`src/rtl/ramp_adc_pkg.sv`:
```
package ramp_adc_pkg;

    typedef enum logic {
        MODE_COUNT = 1'b0,
        MODE_TRACK = 1'b1
    } conv_mode_e;

    typedef enum logic [1:0] {
        CNT_HOLD  = 2'd0,
        CNT_CLEAR = 2'd1,
        CNT_UP    = 2'd2,
        CNT_DOWN  = 2'd3
    } cnt_op_e;

    typedef enum logic [1:0] {
        RES_IDLE  = 2'd0,
        RES_CLEAR = 2'd1,
        RES_LOAD  = 2'd2
    } res_op_e;

    typedef struct packed {
        cnt_op_e cnt_op;
        res_op_e res_op;
    } step_cmd_t;

    // A step that would cross a rail is dropped.
    function automatic logic step_blocked(cnt_op_e op, logic at_zero, logic at_max);
        return ((op == CNT_UP) && at_max) || ((op == CNT_DOWN) && at_zero);
    endfunction

endpackage

```
`src/rtl/ramp_step_ctrl.sv`:
```
module ramp_step_ctrl
    import ramp_adc_pkg::*;
(
    input  logic       clk,
    input  logic       rst,
    input  conv_mode_e mode_req,
    input  logic       cmp_above,
    input  logic       code_at_max,
    output step_cmd_t  cmd,
    output conv_mode_e mode_now
);

    conv_mode_e mode_q;
    logic       mode_switch;

    assign mode_switch = (mode_req != mode_q);
    assign mode_now    = mode_q;

    always_ff @(posedge clk) begin
        if (rst) begin
            mode_q <= mode_req;
        end else begin
            mode_q <= mode_req;
        end
    end

    always_comb begin
        cmd.cnt_op = CNT_HOLD;
        cmd.res_op = RES_IDLE;
        if (mode_switch) begin
            cmd.cnt_op = CNT_CLEAR;
            cmd.res_op = RES_CLEAR;
        end else if (mode_q == MODE_COUNT) begin
            if (cmp_above && !code_at_max) begin
                cmd.cnt_op = CNT_UP;
                cmd.res_op = RES_IDLE;
            end else begin
                cmd.cnt_op = CNT_CLEAR;
                cmd.res_op = RES_LOAD;
            end
        end else begin
            cmd.cnt_op = cmp_above ? CNT_UP : CNT_DOWN;
            cmd.res_op = RES_LOAD;
        end
    end

endmodule

```
`src/rtl/ramp_code_counter.sv`:
```
module ramp_code_counter
    import ramp_adc_pkg::*;
#(
    parameter int WIDTH = 8
) (
    input  logic             clk,
    input  logic             rst,
    input  cnt_op_e          op,
    output logic [WIDTH-1:0] code,
    output logic             at_zero,
    output logic             at_max
);

    localparam logic [WIDTH-1:0] CODE_MAX  = {WIDTH{1'b1}};
    localparam logic [WIDTH-1:0] CODE_ZERO = '0;
    localparam logic [WIDTH-1:0] CODE_ONE  = WIDTH'(1);

    logic [WIDTH-1:0] code_q;

    assign code    = code_q;
    assign at_zero = (code_q == CODE_ZERO);
    assign at_max  = (code_q == CODE_MAX);

    always_ff @(posedge clk) begin
        if (rst) begin
            code_q <= CODE_ZERO;
        end else if (!step_blocked(op, at_zero, at_max)) begin
            case (op)
                CNT_CLEAR: code_q <= CODE_ZERO;
                CNT_UP:    code_q <= code_q + CODE_ONE;
                CNT_DOWN:  code_q <= code_q - CODE_ONE;
                default:   code_q <= code_q;
            endcase
        end
    end


    step_up_chk: assert property (@(posedge clk) disable iff (rst)
        (op == CNT_UP && code_q != CODE_MAX) |=> code_q == $past(code_q) + CODE_ONE);


    no_wrap_high_chk: assert property (@(posedge clk) disable iff (rst)
        (op == CNT_UP && code_q == CODE_MAX) |=> code_q == CODE_MAX);


    no_wrap_low_chk: assert property (@(posedge clk) disable iff (rst)
        (op == CNT_DOWN && code_q == CODE_ZERO) |=> code_q == CODE_ZERO);

endmodule

```
`src/rtl/ramp_result_reg.sv`:
```
module ramp_result_reg
    import ramp_adc_pkg::*;
#(
    parameter int WIDTH = 8
) (
    input  logic             clk,
    input  logic             rst,
    input  res_op_e          op,
    input  logic [WIDTH-1:0] code_in,
    output logic [WIDTH-1:0] result,
    output logic             valid
);

    always_ff @(posedge clk) begin
        if (rst) begin
            result <= '0;
            valid  <= 1'b0;
        end else begin
            case (op)
                RES_LOAD: begin
                    result <= code_in;
                    valid  <= 1'b1;
                end
                RES_CLEAR: begin
                    result <= '0;
                    valid  <= 1'b0;
                end
                default: begin
                    valid  <= 1'b0;
                end
            endcase
        end
    end

endmodule

```
`src/rtl/ramp_adc.sv`:
```
module ramp_adc
    import ramp_adc_pkg::*;
#(
    parameter int WIDTH = 8
) (
    input  logic             clk,
    input  logic             rst,
    input  logic             mode,
    input  logic             cmp_above,
    output logic [WIDTH-1:0] dac_code,
    output logic [WIDTH-1:0] result,
    output logic             valid
);

    localparam logic [WIDTH-1:0] CODE_MAX = {WIDTH{1'b1}};

    step_cmd_t  cmd;
    conv_mode_e mode_now;
    logic       at_zero;
    logic       at_max;

    ramp_step_ctrl u_ctrl (
        .clk         (clk),
        .rst         (rst),
        .mode_req    (conv_mode_e'(mode)),
        .cmp_above   (cmp_above),
        .code_at_max (at_max),
        .cmd         (cmd),
        .mode_now    (mode_now)
    );

    ramp_code_counter #(.WIDTH(WIDTH)) u_counter (
        .clk     (clk),
        .rst     (rst),
        .op      (cmd.cnt_op),
        .code    (dac_code),
        .at_zero (at_zero),
        .at_max  (at_max)
    );

    ramp_result_reg #(.WIDTH(WIDTH)) u_result (
        .clk     (clk),
        .rst     (rst),
        .op      (cmd.res_op),
        .code_in (dac_code),
        .result  (result),
        .valid   (valid)
    );


    store_restart_chk: assert property (@(posedge clk) disable iff (rst)
        (valid && mode_now == MODE_COUNT) |-> dac_code == '0);


    mode_switch_clear_chk: assert property (@(posedge clk) disable iff (rst)
        (mode != mode_now) |=> (dac_code == '0 && result == '0 && !valid));


    track_follow_chk: assert property (@(posedge clk) disable iff (rst)
        (mode_now == MODE_TRACK && mode) |=> (valid && result == $past(dac_code)));


    track_down_chk: assert property (@(posedge clk) disable iff (rst)
        (mode_now == MODE_TRACK && mode && !cmp_above && !at_zero)
            |=> dac_code == $past(dac_code) - WIDTH'(1));


    full_scale_store_chk: assert property (@(posedge clk) disable iff (rst)
        (mode_now == MODE_COUNT && !mode && cmp_above && dac_code == CODE_MAX)
            |=> (valid && result == CODE_MAX));

endmodule

```
`config.mk`:
```
export PLATFORM = sky130hd
export DESIGN_NAME = ramp_adc
export DESIGN_NICKNAME = d
export VERILOG_FILES = /design/src/rtl/ramp_adc_pkg.sv /design/src/rtl/ramp_step_ctrl.sv /design/src/rtl/ramp_code_counter.sv /design/src/rtl/ramp_result_reg.sv /design/src/rtl/ramp_adc.sv
export SDC_FILE = /design/constraint.sdc
export NUM_CORES = 1
export LEC_CHECK = 0
export ABC_AREA = 1
export BUFFER_PORTS_ARGS = -buffer_cell sky130_fd_sc_hd__buf_4
export CORE_UTILIZATION = 54
export CTS_CLUSTER_SIZE = 8
export DETAILED_ROUTE_END_ITERATION = 8
export PLACE_DENSITY = 0.89
export SYNTH_ARGS = -nofsm -noshare
export SYNTH_HDL_FRONTEND = slang
export SYNTH_SLANG_ARGS = --single-unit
```
`constraint.sdc`:
```
create_clock -name clk -period 2.43 [get_ports clk]
set_clock_uncertainty 0.1 [all_clocks]
set_input_delay 0.729 -clock clk [delete_from_list [all_inputs] [get_ports clk]]
set_output_delay 0.729 -clock clk [all_outputs]
set_load 0.05 [all_outputs]
```
==> results.txt <==
----------------------------------------------------
[Layout]
  Final non-filler cell total ... 215
  Fraction of final layout cells with drive strength greater than 1 ... 23.2%
  Number of diodes ... 0
  Final core utilization ... 72.6%
  Synthesis-to-layout area growth ... 20.1%
  NumNets Final ... 202
  Post-layout instance area ... 1320 um^2
  Filler Cells Inserted ... 156

[STA]
  Final hold viol count ... 0
  Least-Margin Pin Slew ... 361 ps
  Post-Route Hold Slack ... 383 ps
  Clock period minus final worst setup slack ... 2120 ps
  Max Clock Freq ... 472 MHz
  Final period util ... 87.1%
  Setup violation total in the final timing report ... 0
  Relative max-transition margin ... 75.9%
  Count of final max-slew check failures ... 0
  Unrepaired setup endpoints after global routing ... false

[Worst setup path]
  Critical Setup Path Class ... in -> reg
  Type of destination of the critical path ... flop
  Reg-to-Reg Start ... u_ctrl.mode_now$_DFF_P_
  WP data arrival ... 2240 ps
  Worst path most repeated cell ... nand2_1
  Worst-path fanout max ... 8
  Worst path cell trace ... buf_4 > nand2_2 > nor2_2 > ha_1 > nand2_1 > nand3_1 > nand2_1 > nand2_1 > nand3b_1 > a21oi_1
  Crit path largest cell delay ... 360 ps
  Register-to-Register Setup Slack ... 430 ps
  Cell with the largest stage delay on the worst path ... ha_1
  Crit path required time ... 2560 ps
  Critical R2R Capture ... u_counter.code[3]$_SDFFE_PP0P_
  Crit path buffers/inverters ... 1
  Largest delay share family, worst path ... simple AND/OR/NAND/NOR gates
  Cells on worst reg2reg path ... 9
  Critical Path Source Type ... input port

[CTS]
  Max H-tree Level ... 1
  Max Buffers Root-to-Sink ... 2
  Post-CTS setup buffer count ... 0
  PostCTS Resize Cnt ... 0
  Clock latency at the later pin of the worst-skew pair ... 300 ps
  Number of buffers added by the clock tree synthesis step ... 3
  Clock input transition at the sequential cells of the worst setup and hold paths ... 100 ps
  CTS sink cnt ... 18
  Clock tree from TritonCTS ... built
  Clock Root Buffer ... clkbuf_4
  Cts-stage hold buffer count ... 0

[Power and ir drop]
  Power Total ... 0.610 mW
  Total leakage power ... 0.709 nW
  Pwr/cell area ... 461 nW/um^2
  Maximum VDD drop ... 392 uV

[Route]
  Average wire length per cell after detail routing ... 11.6 um
  Detailed router's first-iteration violation count ... 24
  Average vias per placed instance ... 5.27
  Vias ... 1134
  Highest metal layer with signal wires ... met4
  DRT Pass-1 Iters ... 4
  Wire length on met2 ... 1.23 mm
  DRC violations left ... 0
  Post-detailed-route count of antenna-violating nets ... 0
  Wire length the detailed router placed on met1 ... 1.09 mm
  Total wire length ... 2.49 mm
  Sum of met3 wire segment lengths after detailed routing ... 139 um

[Synth]
  Number of enable-type register cells in the synthesized netlist ... 0
  Top cells by instance count after synthesis ... nand2_1, inv_1, nand3_1
  Post-synthesis net count ... 177
  Post-Synthesis Cells ... 166
  Count of distinct cell types in the synthesized netlist ... 21
  Leading post-synthesis cells by cell area ... dfxtp_1, nand2_1, nand3_1
  Area share of the largest cell type after synthesis ... 32.8%
  Cell accounting for the most synthesized area ... dfxtp_1
  Share of synthesized registers carrying an async set or reset ... 0%
  Part of the Yosys area used for sequential elements ... 32.8%
  Avg Cell Area, Syn ... 6.63 um^2
  Number of warnings printed during yosys synthesis ... 0
  Count leader, synth ... nand2_1
  Main synth FF type ... dfxtp_1
  Cell Area, Synth ... 1100 um^2
  Flops & latches, synth ... 18

[Worst hold path]
  Hold path startpoint ... u_result.result[1]$_SDFFE_PP0P_
  Hold endpoint ... u_result.result[1]$_SDFFE_PP0P_
  Worst hold path type ... reg -> reg
  Min-Delay Path Depth ... 2

[GRT]
  Largest net degree at the start of global routing ... 11
  Wire length of the first global-routing pass ... 4.04 mm
  Grt total ovfl ... 0
  GRT Util Overall ... 26.0%
  Antenna violations before repair ... 0
  Vias in the first global route ... 977

[Place]
  GP Congestion ... 0.821
  HPWL reported at the end of detailed placement ... 2.00 mm
  PortBufs ... 20
  Post-placement cell count ... 211
  Post-DP Area ... 1280 um^2

[Outcome]
  Outcome ... finished clean

[Floorplan]
  Std-Cell Core Area ... 1820 um^2
  Number of top-level design ports ... 21
  Width of the die ... 47.1 um
  Height of the die ... 47.1 um
  Number of rows created at floorplan ... 15
  Die area ... 2220 um^2
  Initial core utilization ... 60.4%

[Job]
  Max Cap Viol ... 0

----------------------------------------------------
where the power goes:
part	switching, mW	total, mW	internal (mW)
clock	0.0975	0.189	0.0913
sequential	0.0107	0.313	0.302
combinational	0.0727	0.108	0.0351
worst max path at each step:
stage	depth (start not counted)	endpoint	start	slack, ps
final	10	u_counter.code[3]$_SDFFE_PP0P_	mode	310
after global routing	13	u_counter.code[7]$_SDFFE_PP0P_	mode	100
after CTS	13	u_counter.code[7]$_SDFFE_PP0P_	mode	310
after detailed placement	13	u_counter.code[7]$_SDFFE_PP0P_	mode	-3
after global placement	13	u_counter.code[7]$_SDFFE_PP0P_	mode	50
after floorplan	12	u_counter.code[7]$_SDFFE_PP0P_	mode	280
worst min-delay path, cell delays in order (launching register included):
cell and delay (ps):
dfxtp_1 320, nand3_1 80, nand2_1 50
state kept, by name (all words and copies together), names as in the netlist:
name	count
u_result.valid	1
u_result.result	8
u_ctrl.mode_now	1
u_counter.code	8
metal layers:
| metal | global-route usage [%] | vias up |
|---|---|---|
| met4 | 8.57 | 0 |
| met3 | 6.92 | 4 |
| met2 | 44.4 | 36 |
| met1 | 31.8 | 520 |
| met5 | 0 | - |
| li1 | - | 574 |
through the flow:
step	setup WS [ps]	TNS [ps]
final	313	0
after CTS	307	0
after detailed placement	-2.55	-2.55
after floorplan	278	0
after global routing	95.1	0
after global placement	49.2	0
logic make-up (layout without fill, tap and decap cells):
family | Yosys count | after routing | share of synthesized area, %
AND/OR/NAND/NOR | 101 | 101 | 42.9
buffers and inverters | 26 | 50 | 8.99
flip-flops | 18 | 18 | 32.8
AO/OA/AOI/OAI | 13 | 13 | 5.91
adder cells (fa/ha/maj) | 7 | 7 | 8.65
XOR/XNOR | 1 | 1 | 0.797
layout by cell type (no fill, tap or decap):
master	n
nor2_2	4
ha_1	6
dfxtp_1	18
inv_2	4
nand2_1	49
clkbuf_4	3
fa_1	1
nand3b_1	3
nand3b_2	1
nand3_1	20
clkbuf_8	1
a21oi_1	9
xor2_1	1
nor2_1	12
inv_1	20
o21ai_0	1
nand4_1	3
nand3_2	1
buf_4	21
nand2_2	7
clkinv_2	1
nor2_4	1
o21ai_1	3
cell type report:
type,count,area [um^2],share of cell area (%)
multi-input combinational,122,641,48.5
clock buffer,4,36.3,2.75
inverter,25,95.1,7.20
tap,25,31.3,2.37
sequential,18,360,27.3
timing repair buffer,21,158,11.9
No activity file was read; power rests on OpenSTA's default activity.
